`src/rtl/psd_pkg.sv`:
```
`timescale 1ns/1ps
package psd_pkg;
  // Force a main-counter value into the legal range.
  function automatic int psd_clamp_main(input int m, input int m_min);
    return (m < m_min) ? m_min : m;
  endfunction

  // Total ratio: base periods of length base plus swallowed extra cycles.
  function automatic int psd_ratio(input int m, input int s, input int base);
    return base * m + s;
  endfunction
endpackage

```
`src/rtl/psd_ratio_loader.sv`:
```
`timescale 1ns/1ps
module psd_ratio_loader #(
  parameter int M_W   = 10,
  parameter int S_W   = 5,
  parameter int M_MIN = 32
) (
  input  logic           clk_i,
  input  logic           rst_ni,
  input  logic           load_i,
  input  logic [M_W-1:0] m_i,
  input  logic [S_W-1:0] s_i,
  output logic [M_W-1:0] m_eff_o,
  output logic [S_W-1:0] s_eff_o,
  output logic           range_err_o
);
  import psd_pkg::*;

  logic m_low;

  always_comb begin
    m_low   = int'(m_i) < M_MIN;
    m_eff_o = M_W'(psd_clamp_main(int'(m_i), M_MIN));
    s_eff_o = s_i;
  end

  always_ff @(posedge clk_i) begin
    if (!rst_ni)     range_err_o <= 1'b0;
    else if (load_i) range_err_o <= m_low;
  end

  AST_ERR_HOLD: assert property (@(posedge clk_i) disable iff (!rst_ni)
    !load_i |=> $stable(range_err_o));
endmodule

```
`src/rtl/psd_dual_mod.sv`:
```
`timescale 1ns/1ps
module psd_dual_mod #(
  parameter int S_W = 5
) (
  input  logic clk_i,
  input  logic rst_ni,
  input  logic mod33_i,
  output logic tc_o
);
  localparam int BASE  = 1 << S_W;
  localparam int PRE_W = S_W + 1;

  logic [PRE_W-1:0] pc_q;
  logic [PRE_W-1:0] last_cnt;

  always_comb begin
    last_cnt = mod33_i ? PRE_W'(BASE) : PRE_W'(BASE - 1);
    tc_o     = (pc_q == last_cnt);
  end

  always_ff @(posedge clk_i) begin
    if (!rst_ni)   pc_q <= '0;
    else if (tc_o) pc_q <= '0;
    else           pc_q <= pc_q + 1'b1;
  end

  AST_PRE_BOUND: assert property (@(posedge clk_i) disable iff (!rst_ni)
    pc_q <= PRE_W'(BASE));
  AST_MOD_HOLD: assert property (@(posedge clk_i) disable iff (!rst_ni)
    (pc_q != '0) |-> $stable(mod33_i));
endmodule

```
`src/rtl/psd_period_ctr.sv`:
```
`timescale 1ns/1ps
module psd_period_ctr #(
  parameter int M_W   = 10,
  parameter int S_W   = 5,
  parameter int M_MIN = 32
) (
  input  logic           clk_i,
  input  logic           rst_ni,
  input  logic           tc_i,
  input  logic [M_W-1:0] m_eff_i,
  input  logic [S_W-1:0] s_eff_i,
  output logic           mod33_o,
  output logic           last_o
);
  logic [M_W-1:0] m_rem_q;
  logic [S_W-1:0] s_rem_q;
  logic           final_period;

  always_comb begin
    mod33_o      = (s_rem_q != '0);
    final_period = (m_rem_q == M_W'(1));
    last_o       = tc_i && final_period;
  end

  always_ff @(posedge clk_i) begin
    if (!rst_ni) begin
      m_rem_q <= M_W'(M_MIN);
      s_rem_q <= '0;
    end else if (tc_i) begin
      if (final_period) begin
        m_rem_q <= m_eff_i;
        s_rem_q <= s_eff_i;
      end else begin
        m_rem_q <= m_rem_q - 1'b1;
        if (mod33_o) s_rem_q <= s_rem_q - 1'b1;
      end
    end
  end

  AST_M_NONZERO: assert property (@(posedge clk_i) disable iff (!rst_ni)
    m_rem_q != '0);
  AST_S_BELOW_M: assert property (@(posedge clk_i) disable iff (!rst_ni)
    M_W'(s_rem_q) < m_rem_q);
  AST_PULSE_ONE: assert property (@(posedge clk_i) disable iff (!rst_ni)
    last_o |=> !last_o);
endmodule

```
`src/rtl/pulse_swallow_div.sv`:
```
`timescale 1ns/1ps
module pulse_swallow_div #(
  parameter int M_W   = 10,
  parameter int S_W   = 5,
  parameter int M_MIN = 32
) (
  input  logic           clk_i,
  input  logic           rst_ni,
  input  logic [M_W-1:0] main_ratio_i,
  input  logic [S_W-1:0] swallow_i,
  output logic           div_pulse_o,
  output logic           mod_sel_o,
  output logic           range_err_o
);
  logic [M_W-1:0] m_eff;
  logic [S_W-1:0] s_eff;
  logic           pre_tc;
  logic           mod33;
  logic           cycle_end;

  psd_ratio_loader #(.M_W(M_W), .S_W(S_W), .M_MIN(M_MIN)) loader_i (
    .clk_i(clk_i), .rst_ni(rst_ni), .load_i(cycle_end),
    .m_i(main_ratio_i), .s_i(swallow_i),
    .m_eff_o(m_eff), .s_eff_o(s_eff), .range_err_o(range_err_o)
  );

  psd_dual_mod #(.S_W(S_W)) presc_i (
    .clk_i(clk_i), .rst_ni(rst_ni), .mod33_i(mod33), .tc_o(pre_tc)
  );

  psd_period_ctr #(.M_W(M_W), .S_W(S_W), .M_MIN(M_MIN)) period_i (
    .clk_i(clk_i), .rst_ni(rst_ni), .tc_i(pre_tc),
    .m_eff_i(m_eff), .s_eff_i(s_eff),
    .mod33_o(mod33), .last_o(cycle_end)
  );

  assign div_pulse_o = cycle_end;
  assign mod_sel_o   = mod33;

  AST_MOD_START: assert property (@(posedge clk_i) disable iff (!rst_ni)
    (cycle_end && swallow_i != '0) |=> mod_sel_o);
  AST_NO_MOD_S0: assert property (@(posedge clk_i) disable iff (!rst_ni)
    (cycle_end && swallow_i == '0) |=> !mod_sel_o);
endmodule

```
`config.mk`:
```
export PLATFORM = sky130hd
export DESIGN_NAME = pulse_swallow_div
export DESIGN_NICKNAME = d
export VERILOG_FILES = /design/src/rtl/psd_pkg.sv /design/src/rtl/psd_ratio_loader.sv /design/src/rtl/psd_dual_mod.sv /design/src/rtl/psd_period_ctr.sv /design/src/rtl/pulse_swallow_div.sv
export SDC_FILE = /design/constraint.sdc
export NUM_CORES = 1
export LEC_CHECK = 0
export ABC_AREA = 1
export ABC_CLOCK_PERIOD_IN_PS = 2000
export BUFFER_PORTS_ARGS = -buffer_cell sky130_fd_sc_hd__clkbuf_2
export CAP_MARGIN = 20
export CORE_MARGIN = 4
export CORE_UTILIZATION = 35
export DETAILED_ROUTE_END_ITERATION = 8
export SLEW_MARGIN = 30
export SYNTH_ARGS = -nofsm -noshare
export SYNTH_HDL_FRONTEND = slang
export SYNTH_SLANG_ARGS = --single-unit
```
`constraint.sdc`:
```
create_clock -name clk_i -period 2 [get_ports clk_i]
set_input_delay 0.3 -clock clk_i [delete_from_list [all_inputs] [get_ports clk_i]]
set_output_delay 0.3 -clock clk_i [all_outputs]
set_load 0.01 [all_outputs]
```
After elaboration in Yosys (flattened, before gate mapping) --
Index checks and enable logic that the tools add are counted.
Word-level totals: input bits 17, output and inout bits 3, flip-flop bits (word level) 22
Operators by class: bitwise operators 1, reduce and logical (&&, ||, !) cells 5, equality and inequality tests 2, multiplexer cells 5, $lt $le $gt $ge 1, add/sub/neg operators 3
Operators by type and width (count):
- 10-bit two-way mux | 2
- 10-bit by 1-bit == test with 1-bit output (second input constant) | 1
- 10-bit by 6-bit less-than comparator with 1-bit output (second input constant) | 1
- 5-bit two-way mux | 2
- 10-bit by 1-bit subtractor with 10-bit output (second input constant) | 1
- 6-bit by 1-bit adder with 6-bit output (second input constant) | 1
- 6-bit == test | 1
- 6-bit two-way mux | 1
- 5-bit nonzero test | 1
- 5-bit by 1-bit subtractor with 5-bit output (second input constant) | 1
- 2-bit AND reduction | 1
- 2-bit nonzero test | 1
- 2-bit OR reduction | 1
- 1-bit logical AND | 1
- 1-bit inverter | 1

Logic depth before layout (Yosys ltp) --
depth in word-level cells 4, mapped depth 10

Hierarchy --
From an unflattened synthesis, not the netlist that was laid out.
Unflattened totals: cells, all modules 245, area total of the unflattened synthesis 1645.3 um^2
Modules (own cells, without submodules):
- psd_period_ctr | seq. area each 300.3 um^2, cells an instance 175, area each 1196.1 um^2, instances 1
- psd_dual_mod | seq. area each 120.1 um^2, cells an instance 43, area each 295.3 um^2, instances 1
- psd_ratio_loader | seq. area each 20.0 um^2, cells an instance 27, area each 153.9 um^2, instances 1

Worst setup path after synthesis --
OpenSTA, ideal clock, no wires.
kind reg-to-output, start register period_i.s_rem_q[0], end output div_pulse_o, path slack 549 ps, cell stages (with the launch flop) 9, arrival time 1151 ps, cells stage by stage dfxtp_1 inv_1 ha_1 nand3b_2 clkinv_1 nand2_1 nand2_2 nand2_1 inv_1
On the way: cells in the longest elaborated chain, start to end 4
RTL lines:
- from (decl) | RTL line psd_period_ctr.sv:16 | logic [S_W-1:0] s_rem_q;
- from (signal assigned) | RTL line psd_period_ctr.sv:32 | s_rem_q <= s_eff_i;
- from (signal assigned) | RTL line psd_period_ctr.sv:35 | if (mod33_o) s_rem_q <= s_rem_q - 1'b1;
- 5-bit nonzero test | RTL line psd_period_ctr.sv:20 | mod33_o = (s_rem_q != '0);
- named net mod_sel_o | RTL line pulse_swallow_div.sv:12 | output logic mod_sel_o,
- 6-bit two-way mux | RTL line psd_dual_mod.sv:17 | last_cnt = mod33_i ? PRE_W'(BASE) : PRE_W'(BASE - 1);
- 6-bit == test | RTL line psd_dual_mod.sv:18 | tc_o = (pc_q == last_cnt);
- 1-bit logical AND | RTL line psd_period_ctr.sv:22 | last_o = tc_i && final_period;
- to (decl) | RTL line pulse_swallow_div.sv:11 | output logic div_pulse_o,
The timed path passes the listed nets, and every way through them passes these cells.

Final worst setup path --
start register period_i.m_rem_q[1], end output div_pulse_o
On the way: cells in the longest elaborated chain, start to end 2
RTL lines:
- from (decl) | RTL line psd_period_ctr.sv:15 | logic [M_W-1:0] m_rem_q;
- from (signal assigned) | RTL line psd_period_ctr.sv:27 | m_rem_q <= M_W'(M_MIN);
- from (signal assigned) | RTL line psd_period_ctr.sv:31 | m_rem_q <= m_eff_i;
- from (signal assigned) | RTL line psd_period_ctr.sv:34 | m_rem_q <= m_rem_q - 1'b1;
- 10-bit by 1-bit == test with 1-bit output | RTL line psd_period_ctr.sv:21 | final_period = (m_rem_q == M_W'(1));
- 1-bit logical AND | RTL line psd_period_ctr.sv:22
Every way passes these cells.

==> summary.md <==
| Metric | Value |
|---|---|
| Status | finished clean |
| Synth Area in Compound Gates | 0.0677 |
| CP max FO | 6 |
| Initial DRC count | 97 |
| Reg-to-Reg End | period_i.s_rem_q[0]$_SDFFE_PN0P_ |
| Seq pwr share | 0.548 |
| Ys Warns | 0 |
| Hold Startpoint | swallow_i[4] |
| Syn Std Cell Area | ~1400 um2 |
| Net load switching power | approximately 180 uW |
| DIE HEIGHT | slightly above 70 um |
| IO Port Bufs | 19 |
| Hold Fails Final Rpt | 0 |
| Total grt overflow | 0 |
| Cell area power density | 504 nW/um2 |
| CTS tree | built |
| Slew headroom | 0.693 |
| Fmax | approximately 540 MHz |
| Sw Share | 0.223 |
| Global Route Usage Sum | 0.133 |
| CP max stage cell | dfxtp_1 |
| Number of top-level pins | 20 |
| Top delay family on crit path | simple AND/OR/NAND/NOR gates |
| Fillers | 430 |
| Internal power | between 600 and 700 uW |
| Layout cells sized above 1 | 0.161 |
| Nets | 270 |
| Area grow syn2layout | 14.5% |
| Worst path bufs/invs | 3 |
| Diodes inserted | 0 |
| R2R Setup Slk | 0.35 ns |
| Starting Density | 0.375 |
| CP Cell Sequence | inv_1 > ha_1 > nand4_1 > nor2_4 > nand2_1 > inv_1 > clkbuf_2 |
| WL per Instance | 11.0 um |
| Clk root buf | clkbuf_8 |
| Adder-cell share of the synthesized area | 0.0351 |
| Placement Setup Slack | ~0.36 ns |
| Comb pwr share | 0.051 |
| Vias | around 1400 |
| Synthesis-stage register bit count | 22 |
| Post-synthesis cell count | about 230 |
| H-tree levels | 1 |
| Final core occ | 0.429 |
| R2R cell count | 8 |
| DP HPWL | 2.51 mm |
| Syn nets | 247 |
| Drt total wl | 3.27 mm |
| Gpl congestion | 0.822 |
| Worst-path clk slew | around 0.080 ns |
| Post-route cell area | around 1600 um2 |
| First-pass GRT wire length | 5.46 mm |
| XOR/XNOR Fraction of Synth Area | 0.0431 |
| Later-pin clock latency in the skew report | ~0.27 ns |
| Maximum vdd ir drop | about 0.00034 V |
| Period minus WS final | between 1.5 and 2 ns |
| Leakage | a little over 0.0008 uW |
| Hold Crit Depth | 3 |
| Sequential area share after synthesis | 0.309 |
| Worst setup margin | roughly 0.14 ns |
| Pin count of the biggest net entering global routing | 13 |
| Simple-gate share of the synthesized area | 0.443 |
| Cell mode on critical path | inv_1 |
| Longest Clk Path Bufs | 2 |
| Final period utilization | 0.930 |
| Hold endpoint | period_i.s_rem_q[4]$_SDFFE_PN0P_ |
| Worst Setup Path Type | flop to output pin |
| Vias in the first global route | 1213 |
| CP Capture Type | output pin |
| Die Wd | 71.8 um |
| Antenna violation net count after detailed routing | 0 |
| Max Cap Violations | 0 |
| CTS buffer count | 3 |
| Startpoint types | flop |
| Largest stage delay on the critical path | around 0.32 ns |
| Clk sinks | 22 |
| Worst EP required | ~1.7 ns |
| Row count | 22 |
| Clk pwr share | 0.401 |
| Synth unique cells | 28 |
| Via density per instance | 4.71 |
| Die area | about 5200 um2 |
| Worst hold path type | primary input to flop |
| Worst Max-Slew Pin Slew | around 0.46 ns |
| First drt pass iteration count | 4 |
| DRC viols | 0 |
| Avg Synthesized Cell Area | 6.30 um2 |
| Total negative slack | 0 ns |
| Core area | ~3800 um2 |
| Post-place instance area | between 1500 and 2000 um2 |
| Critical Path AT | ~1.6 ns |
| Clk_skew | about 0.0015 ns |
| Largest family of logic cells by synthesized area | simple AND/OR/NAND/NOR gates |
| Mux cell area share after synthesis | 0 |
| Initial antenna violation count | 0 |
| Final setup vio count | 0 |
| Hold slack | between 0.2 and 0.3 ns |
| Slew Viols, Final | 0 |
| Reg2reg start | period_i.m_rem_q[1]$_SDFFE_PN0N_ |
## cells in the mapped netlist
library cell / number / share of area
o21ai_1: 3 / 0.011
nand3_2: 1 / 0.0070
buf_2: 1 / 0.0035
xor2_1: 5 / 0.031
ha_1: 4 / 0.035
nand2_1: 72 / 0.19
clkinv_1: 1 / 0.0026
clkinv_2: 1 / 0.0035
dfxtp_1: 22 / 0.31
nor3b_1: 1 / 0.0053
buf_6: 3 / 0.024
nor3_1: 1 / 0.0035
or2_2: 1 / 0.0044
or2_0: 1 / 0.0044
inv_1: 26 / 0.069
nor2_2: 3 / 0.013
nand3b_2: 1 / 0.0079
nand4_1: 3 / 0.013
nand2_4: 1 / 0.0079
nand3_1: 20 / 0.070
nor2_4: 2 / 0.016
a21oi_1: 3 / 0.011
nor2_1: 32 / 0.084
nor3_2: 1 / 0.0070
nand2_2: 2 / 0.0088
xnor2_1: 2 / 0.012
o21ai_0: 12 / 0.042
o22ai_1: 1 / 0.0044
## how the worst max path moves through the flow
| stage | slack [ns] | start | endpoint | cells after the start |
|---|---|---|---|---|
| finish | 0.14 | period_i.m_rem_q[1]$_SDFFE_PN0N_ | div_pulse_o | 7 |
| CTS | 0.06 | period_i.s_rem_q[0]$_SDFFE_PN0P_ | div_pulse_o | 9 |
| global placement | 0.35 | period_i.s_rem_q[0]$_SDFFE_PN0P_ | div_pulse_o | 9 |
| floorplan | 0.55 | period_i.s_rem_q[0]$_SDFFE_PN0P_ | div_pulse_o | 8 |
| global route | -0.00004 | period_i.s_rem_q[0]$_SDFFE_PN0P_ | div_pulse_o | 9 |
| detailed placement | 0.36 | period_i.s_rem_q[0]$_SDFFE_PN0P_ | div_pulse_o | 9 |
## repair_timing
| item | 4_1_cts | 5_1_grt |
|---|---|---|
| buffers inserted | 0 | 1 |
| hold buffers | 0 | 0 |
| resized for setup | 0 | 2 |
| setup endpoints to repair | 0 | 1 |
## power by group through the flow
stage	clock, uW	combinational (uW)	sequential [uW]
after floorplan	0	22.5	459
after global placement	0	42.9	460
after detailed placement	0	42.5	461
after CTS	340	42.6	450
after global routing	354	48.5	451
final	330	42.2	450
## cells in the final DEF, fill, tap and decap left out, types with 4 or more instances in the layout
cell / Yosys / final
nand3_1: 20 / 20
clkbuf_8: 0 / 4
clkbuf_2: 0 / 19
o21ai_0: 12 / 12
nor2_1: 32 / 32
xor2_1: 5 / 5
dfxtp_1: 22 / 22
nand2_1: 72 / 72
inv_1: 26 / 26
## metrics by stage
step / power [uW] / instances
3_5_place_dp: 503 / 291
5_1_grt: 854 / 296
2_1_floorplan: 481 / 226
4_1_cts: 833 / 295
3_3_place_gp: 503 / 291
6_report: 822 / 296
## worst reg2reg max path, cell delays in order, from the launching register on
cell     delay (ns)
dfxtp_1        0.32
inv_1          0.09
ha_1           0.21
nor3b_1        0.25
nand3_2        0.24
nand2_1        0.15
nand2_2        0.12
nor2_1         0.13
nor2_1         0.05
## registers in the layout, summed over array words and instances, names as in the netlist
register / flops
loader_i.range_err_o: 1
period_i.m_rem_q: 10
period_i.s_rem_q: 5
presc_i.pc_q: 6
## cell type report
cell class | instances | area, um2 | share of cell area
Clock buffer | 4 | 55.1 | 0.0338
Inverter | 28 | 106 | 0.0652
Multi-Input combinational cell | 172 | 851 | 0.522
Sequential cell | 22 | 440 | 0.270
Tap cell | 48 | 60.1 | 0.0368
Timing Repair Buffer | 22 | 118 | 0.0721
## kinds of logic (layout without fill, tap and decap cells)
kind of cell | count (synthesis) | count (layout)
adder cells (fa/ha/maj) | 4 | 4
AND/OR/NAND/NOR | 142 | 142
flip-flops | 22 | 22
AO/OA/AOI/OAI | 19 | 19
buffers and inverters | 32 | 54
XOR/XNOR | 7 | 7
## metal layers
metal  track usage  vias to the layer above  wire length (um)
li1              -                      747                 -
met1         0.188                      615              1720
met2         0.195                       27              1360
met3        0.0252                        5               143
met4        0.0564                        0                43
met5             0                        -                 0
No activity file was read; power rests on OpenSTA's default activity.
